[src/rtl/addr_xform_pkg.sv]
package addr_xform_pkg;
  localparam int unsigned WORD_AW = 30;
  localparam int unsigned DATA_W  = 32;
  localparam int unsigned BE_W    = DATA_W / 8;
  localparam int unsigned ROT_W   = $clog2(WORD_AW);
  localparam int unsigned REQ_W   = WORD_AW + 1 + DATA_W + BE_W;

  typedef enum logic [1:0] {
    XF_ADD  = 2'b00,
    XF_ROT  = 2'b01,
    XF_FLIP = 2'b10,
    XF_PASS = 2'b11
  } xf_mode_e;

  typedef struct packed {
    logic [WORD_AW-1:0] addr;
    logic               we;
    logic [DATA_W-1:0]  data;
    logic [BE_W-1:0]    be;
  } xf_req_t;
endpackage

[src/rtl/addr_xform_rot.sv]
module addr_xform_rot #(
  parameter int unsigned W  = 30,
  parameter int unsigned RW = $clog2(W)
) (
  input  logic [W-1:0]  a_i,
  input  logic [RW-1:0] amt_i,
  input  logic          right_i,
  output logic [W-1:0]  a_o
);
  localparam logic [RW-1:0] WRAP = RW'(W);

  logic [RW-1:0]  n;
  logic [2*W-1:0] dbl, shl, shr;

  always_comb begin
    n   = (amt_i >= WRAP) ? amt_i - WRAP : amt_i;
    dbl = {a_i, a_i};
    shl = dbl << n;
    shr = dbl >> n;
    a_o = right_i ? shr[W-1:0] : shl[2*W-1:W];
  end
endmodule

[src/rtl/addr_xform_unit.sv]
module addr_xform_unit
  import addr_xform_pkg::*;
#(
  parameter int unsigned W  = WORD_AW,
  parameter int unsigned RW = $clog2(W)
) (
  input  xf_mode_e     mode_i,
  input  logic         reverse_i,
  input  logic [W-1:0] param_i,
  input  logic [W-1:0] addr_i,
  output logic [W-1:0] addr_o
);
  logic [W-1:0] rot_out;

  addr_xform_rot #(.W(W), .RW(RW)) u_rot (
    .a_i    (addr_i),
    .amt_i  (param_i[RW-1:0]),
    .right_i(reverse_i),
    .a_o    (rot_out)
  );

  always_comb begin
    unique case (mode_i)
      XF_ADD:  addr_o = reverse_i ? (addr_i - param_i) : (addr_i + param_i);
      XF_ROT:  addr_o = rot_out;
      XF_FLIP: addr_o = addr_i ^ param_i;
      default: addr_o = addr_i;
    endcase
  end
endmodule

[src/rtl/addr_req_slice.sv]
module addr_req_slice #(
  parameter int unsigned PW = 8
) (
  input  logic          clk,
  input  logic          rst_n,
  input  logic          in_valid,
  output logic          in_ready,
  input  logic [PW-1:0] in_data,
  output logic          out_valid,
  input  logic          out_ready,
  output logic [PW-1:0] out_data
);
  logic          full_q;
  logic [PW-1:0] data_q;

  assign in_ready  = !full_q || out_ready;
  assign out_valid = full_q;
  assign out_data  = data_q;

  always_ff @(posedge clk) begin
    if (!rst_n) begin
      full_q <= 1'b0;
    end else if (in_valid && in_ready) begin
      full_q <= 1'b1;
    end else if (out_ready) begin
      full_q <= 1'b0;
    end
  end

  always_ff @(posedge clk) begin
    if (in_valid && in_ready) data_q <= in_data;
  end
endmodule

[src/rtl/addr_xform_stage.sv]
module addr_xform_stage
  import addr_xform_pkg::*;
(
  input  logic                clk,
  input  logic                rst_n,
  input  logic [1:0]          cfg_mode,
  input  logic                cfg_reverse,
  input  logic [WORD_AW-1:0]  cfg_param,
  input  logic                up_req_valid,
  output logic                up_req_ready,
  input  logic [WORD_AW-1:0]  up_req_addr,
  input  logic                up_req_we,
  input  logic [DATA_W-1:0]   up_req_wdata,
  input  logic [BE_W-1:0]     up_req_be,
  output logic                dn_req_valid,
  input  logic                dn_req_ready,
  output logic [WORD_AW-1:0]  dn_req_addr,
  output logic                dn_req_we,
  output logic [DATA_W-1:0]   dn_req_wdata,
  output logic [BE_W-1:0]     dn_req_be,
  input  logic                dn_rsp_valid,
  input  logic [WORD_AW-1:0]  dn_rsp_addr,
  input  logic [DATA_W-1:0]   dn_rsp_rdata,
  output logic                up_rsp_valid,
  output logic [WORD_AW-1:0]  up_rsp_addr,
  output logic [DATA_W-1:0]   up_rsp_rdata
);
  xf_mode_e           mode;
  logic [WORD_AW-1:0] req_mapped;
  xf_req_t            slice_in, slice_out;

  assign mode = xf_mode_e'(cfg_mode);

  // request path: direction as configured
  addr_xform_unit #(.W(WORD_AW)) u_req_xf (
    .mode_i   (mode),
    .reverse_i(cfg_reverse),
    .param_i  (cfg_param),
    .addr_i   (up_req_addr),
    .addr_o   (req_mapped)
  );

  // response path: opposite direction
  addr_xform_unit #(.W(WORD_AW)) u_rsp_xf (
    .mode_i   (mode),
    .reverse_i(!cfg_reverse),
    .param_i  (cfg_param),
    .addr_i   (dn_rsp_addr),
    .addr_o   (up_rsp_addr)
  );

  always_comb begin
    slice_in.addr = req_mapped;
    slice_in.we   = up_req_we;
    slice_in.data = up_req_wdata;
    slice_in.be   = up_req_be;
  end

  addr_req_slice #(.PW(REQ_W)) u_slice (
    .clk      (clk),
    .rst_n    (rst_n),
    .in_valid (up_req_valid),
    .in_ready (up_req_ready),
    .in_data  (slice_in),
    .out_valid(dn_req_valid),
    .out_ready(dn_req_ready),
    .out_data (slice_out)
  );

  assign dn_req_addr  = slice_out.addr;
  assign dn_req_we    = slice_out.we;
  assign dn_req_wdata = slice_out.data;
  assign dn_req_be    = slice_out.be;

  assign up_rsp_valid = dn_rsp_valid;
  assign up_rsp_rdata = dn_rsp_rdata;
endmodule

[config.mk]
export PLATFORM = sky130hd
export DESIGN_NAME = addr_xform_stage
export DESIGN_NICKNAME = d
export VERILOG_FILES = /design/src/rtl/addr_xform_pkg.sv /design/src/rtl/addr_xform_rot.sv /design/src/rtl/addr_xform_unit.sv /design/src/rtl/addr_req_slice.sv /design/src/rtl/addr_xform_stage.sv
export SDC_FILE = /design/constraint.sdc
export NUM_CORES = 1
export LEC_CHECK = 0
export BUFFER_PORTS_ARGS = -buffer_cell sky130_fd_sc_hd__buf_2
export CAP_MARGIN = 25
export CORE_AREA = 2 2 164 166
export DETAILED_ROUTE_END_ITERATION = 10
export DIE_AREA = 0 0 166 168
export PLACE_DENSITY = 0.9
export SLEW_MARGIN = 10
export SYNTH_ARGS = -nofsm -noshare
export SYNTH_HDL_FRONTEND = slang
export SYNTH_SLANG_ARGS = --single-unit
[constraint.sdc]
create_clock -name clk -period 5.7 [get_ports clk]
set_input_delay 0.285 -clock clk [delete_from_list [all_inputs] [get_ports clk]]
set_output_delay 0.285 -clock clk [all_outputs]
set_load 0.01 [all_outputs]
==> reports/summary.txt <==
Io pins: 299
Commonest non-fill, non-tap cells in the layout: 231 x buf_2, 185 x mux2i_1, 159 x nor2_1, 152 x mux4_2, 106 x nand2_1
MaxCap Viol Count: 0
Post-synth EDFFs: 67
Worst-Skew Late Latency: 330 ps
Clock Root Buffer: clkbuf_16
Die Y: 168 um
Flops & latches, synth: 68
Hold/Removal Path Class: in2reg
Die W: 166 um
Pleak: 0.00690 uW
Clock-pin slew on the worst setup and hold paths: 60 ps
Tmin final: 5300 ps
DRC: 0
CTS tree: built
Power Density: 204 mW/mm^2
Fin Setup TNS: 0 ps
Seq/Total Area, Yosys: 13.7%
Worst Path Arrival: 5010 ps
Total gr overflow: 0
Clock skew: 5.31 ps
Hold path startpoint: up_req_wdata[29]
First DRT Iteration DRCs: 2,575
ANT nets after route: 0
R2r startpoint: u_slice.out_valid
Cts repair resizes: 0
R2R cell count: 3
Synth top area share: 23.0%
FP Rows: 60
Most common cell after layout, fill and taps aside: buf_2
Maximum vdd drop: 0.369 mV
F_max: 189 MHz
PortBufs: 232
Startpoint Class: input pin
Crit Path Max Fanout: 7
Synth Area per Inst: 9.22 um^2
Worst R2R End: u_slice.out_data[30]
Initial Util: 56.4%
Clock buffer depth: 2
Area contributors post-synth: mux4_2 23%, edfxtp_1 14%, mux2i_1 12%
Routability cong.: 1.13
Vias in the first global route: 14,800
Detailed-route via count: 15,700
Worst EP required: 5410 ps
Tightest Pin Transition: 1010 ps
Max-slew violation count: 0
Cell taking the most area after synthesis: mux4_2
RSZ-0062 raised after global routing: no
Hold path cells: 1
Final-report setup violation count: 0
Share of cells above drive strength 1: 26.7%
YS warnings: 0
Drt total wl: 62.5 mm
Syn Nets: 1,851
Area grow syn2layout: 9.83%
TritonCTS Sinks: 68
Async set or reset register ratio after synthesis: 0%
Per-cell routed wire length: 30.0 um
Mapped Cells: 1,613
Period utilization: 92.9%
Top FF cell, synth: edfxtp_1
H-tree levels: 3
Total power: 3320 uW
Core area: 0.0264 mm^2
Die area: 0.0279 mm^2
Crit Path Class: in2out
First-pass GRT wire length: 91.8 mm
Overall Global Routing Usage: 43.2%
Run status: completed
R2R setup slack: 4080 ps
HPWL Detailed: 47.8 mm
Drt pass-1 iters: 8
Min Hold Slack: 122 ps
Synthesized area: 0.0149 mm^2
CP endpoint kind: output pin
# fillers: 2,225
Yosys cell types: 75
Min-Delay Endpoint: u_slice.out_data[33]
Post-CTS Setup Inserts: 0
Antenna violations before repair: 1
CTS Buf Count: 9
Post-layout nets: 1,973
Rel. slew slack: 32.4%
Largest net degree at the start of global routing: 68
Hold_buf cts: 0
Final cell count without fillers: 2,082
Final Hold Fails: 0
Dpl cells: 2,063
Vias per cell: 7.54
==> cell usage after synthesis, types with 9 or more instances <==
cell type / n
o221ai_1: 10
o21ai_0: 60
clkbuf_1: 65
buf_2: 39
mux4_2: 152
nor2b_1: 10
a211oi_1: 19
ha_1: 69
edfxtp_1: 67
xnor2_1: 76
nor3_1: 36
a221o_1: 13
a21o_1: 35
nand2_1: 107
o211ai_1: 13
a31oi_1: 12
o22ai_1: 44
o21a_1: 13
mux2i_1: 185
a22oi_1: 20
inv_1: 57
nor2_1: 161
a21oi_1: 66
nand2b_1: 9
xor2_1: 39
o21ai_1: 18
buf_4: 37
buf_1: 12
or3_1: 14
nand3_1: 17
==> stage by stage <==
| step | utilization (%) | area (um^2) | worst slack [ps] |
|---|---|---|---|
| 2_1_floorplan | - | 14900 | 479 |
| 3_3_place_gp | 60.7 | 16000 | 754 |
| 3_5_place_dp | 60.7 | 16000 | 575 |
| 4_1_cts | 61.8 | 16300 | 544 |
| 5_1_grt | 62.0 | 16300 | 135 |
| 6_report | 62.0 | 16300 | 403 |
==> worst max-delay path: stages <==
cell and delay [ps]:
buf_2 170, inv_1 170, ha_1 190, nor3b_1 210
buf_4 180, nand2_1 70, nor3_1 400, nand2_1 150
nor2_1 290, a21oi_1 140, xnor2_1 520, ha_1 400
a21o_1 190, a21o_1 170, a21o_1 180, o41ai_1 640
xnor2_1 130, a22oi_1 210, o21ai_1 130, buf_2 170
==> worst max-delay path by stage <==
stage / slack (ps) / cells past startpoint / from / to
finish: 400 / 20 / cfg_param[1] / up_rsp_addr[23]
global route: 130 / 22 / cfg_param[1] / up_rsp_addr[29]
CTS: 540 / 22 / cfg_param[1] / up_rsp_addr[29]
detailed placement: 580 / 22 / cfg_param[1] / up_rsp_addr[29]
global placement: 750 / 22 / cfg_param[1] / up_rsp_addr[29]
floorplan: 480 / 23 / cfg_param[0] / up_rsp_addr[29]
==> per-layer routing <==
layer | GRT usage, % | routed length, um | part of all wire (%) | up-vias
met4 | 29.6 | 5560 | 8.9 | 0
met5 | 0 | 0 | 0 | -
met2 | 65.7 | 26500 | 42 | 1536
li1 | - | - | - | 6485
met1 | 53.0 | 20900 | 33 | 7299
met3 | 13.0 | 9580 | 15 | 377
==> sequential cells by signal, indices dropped and copies added, names as in the netlist <==
register and count:
u_slice.out_valid 1, u_slice.out_data 67
==> layout make-up <==
type / count / area [um^2] / area share (%)
multi-input combinational: 1329 / 11800 / 72.5
inverter: 58 / 219 / 1.34
clock buffer: 9 / 225 / 1.38
tap: 341 / 427 / 2.61
antenna: 1 / 2.50 / 0.0153
clock inverter: 7 / 81.3 / 0.498
sequential: 68 / 2030 / 12.4
timing repair buffer: 269 / 1500 / 9.20
==> report_power, final <==
group	switching [uW]	leakage, uW	internal [uW]
combinational	1280	0.00610	859
clock	218	0.000147	344
sequential	15.1	0.000659	607
total	1510	0.00690	1810
==> cells by family after synthesis <==
group,count (synthesis),share of synthesized area [%]
flops,68,13.7
compound gates,397,18.2
simple gates,400,12.1
buf+inv,216,6.97
xor+xnor,116,6.88
fa+ha+maj,71,6.08
mux,345,36.1
No activity file was read; power rests on OpenSTA's default activity.
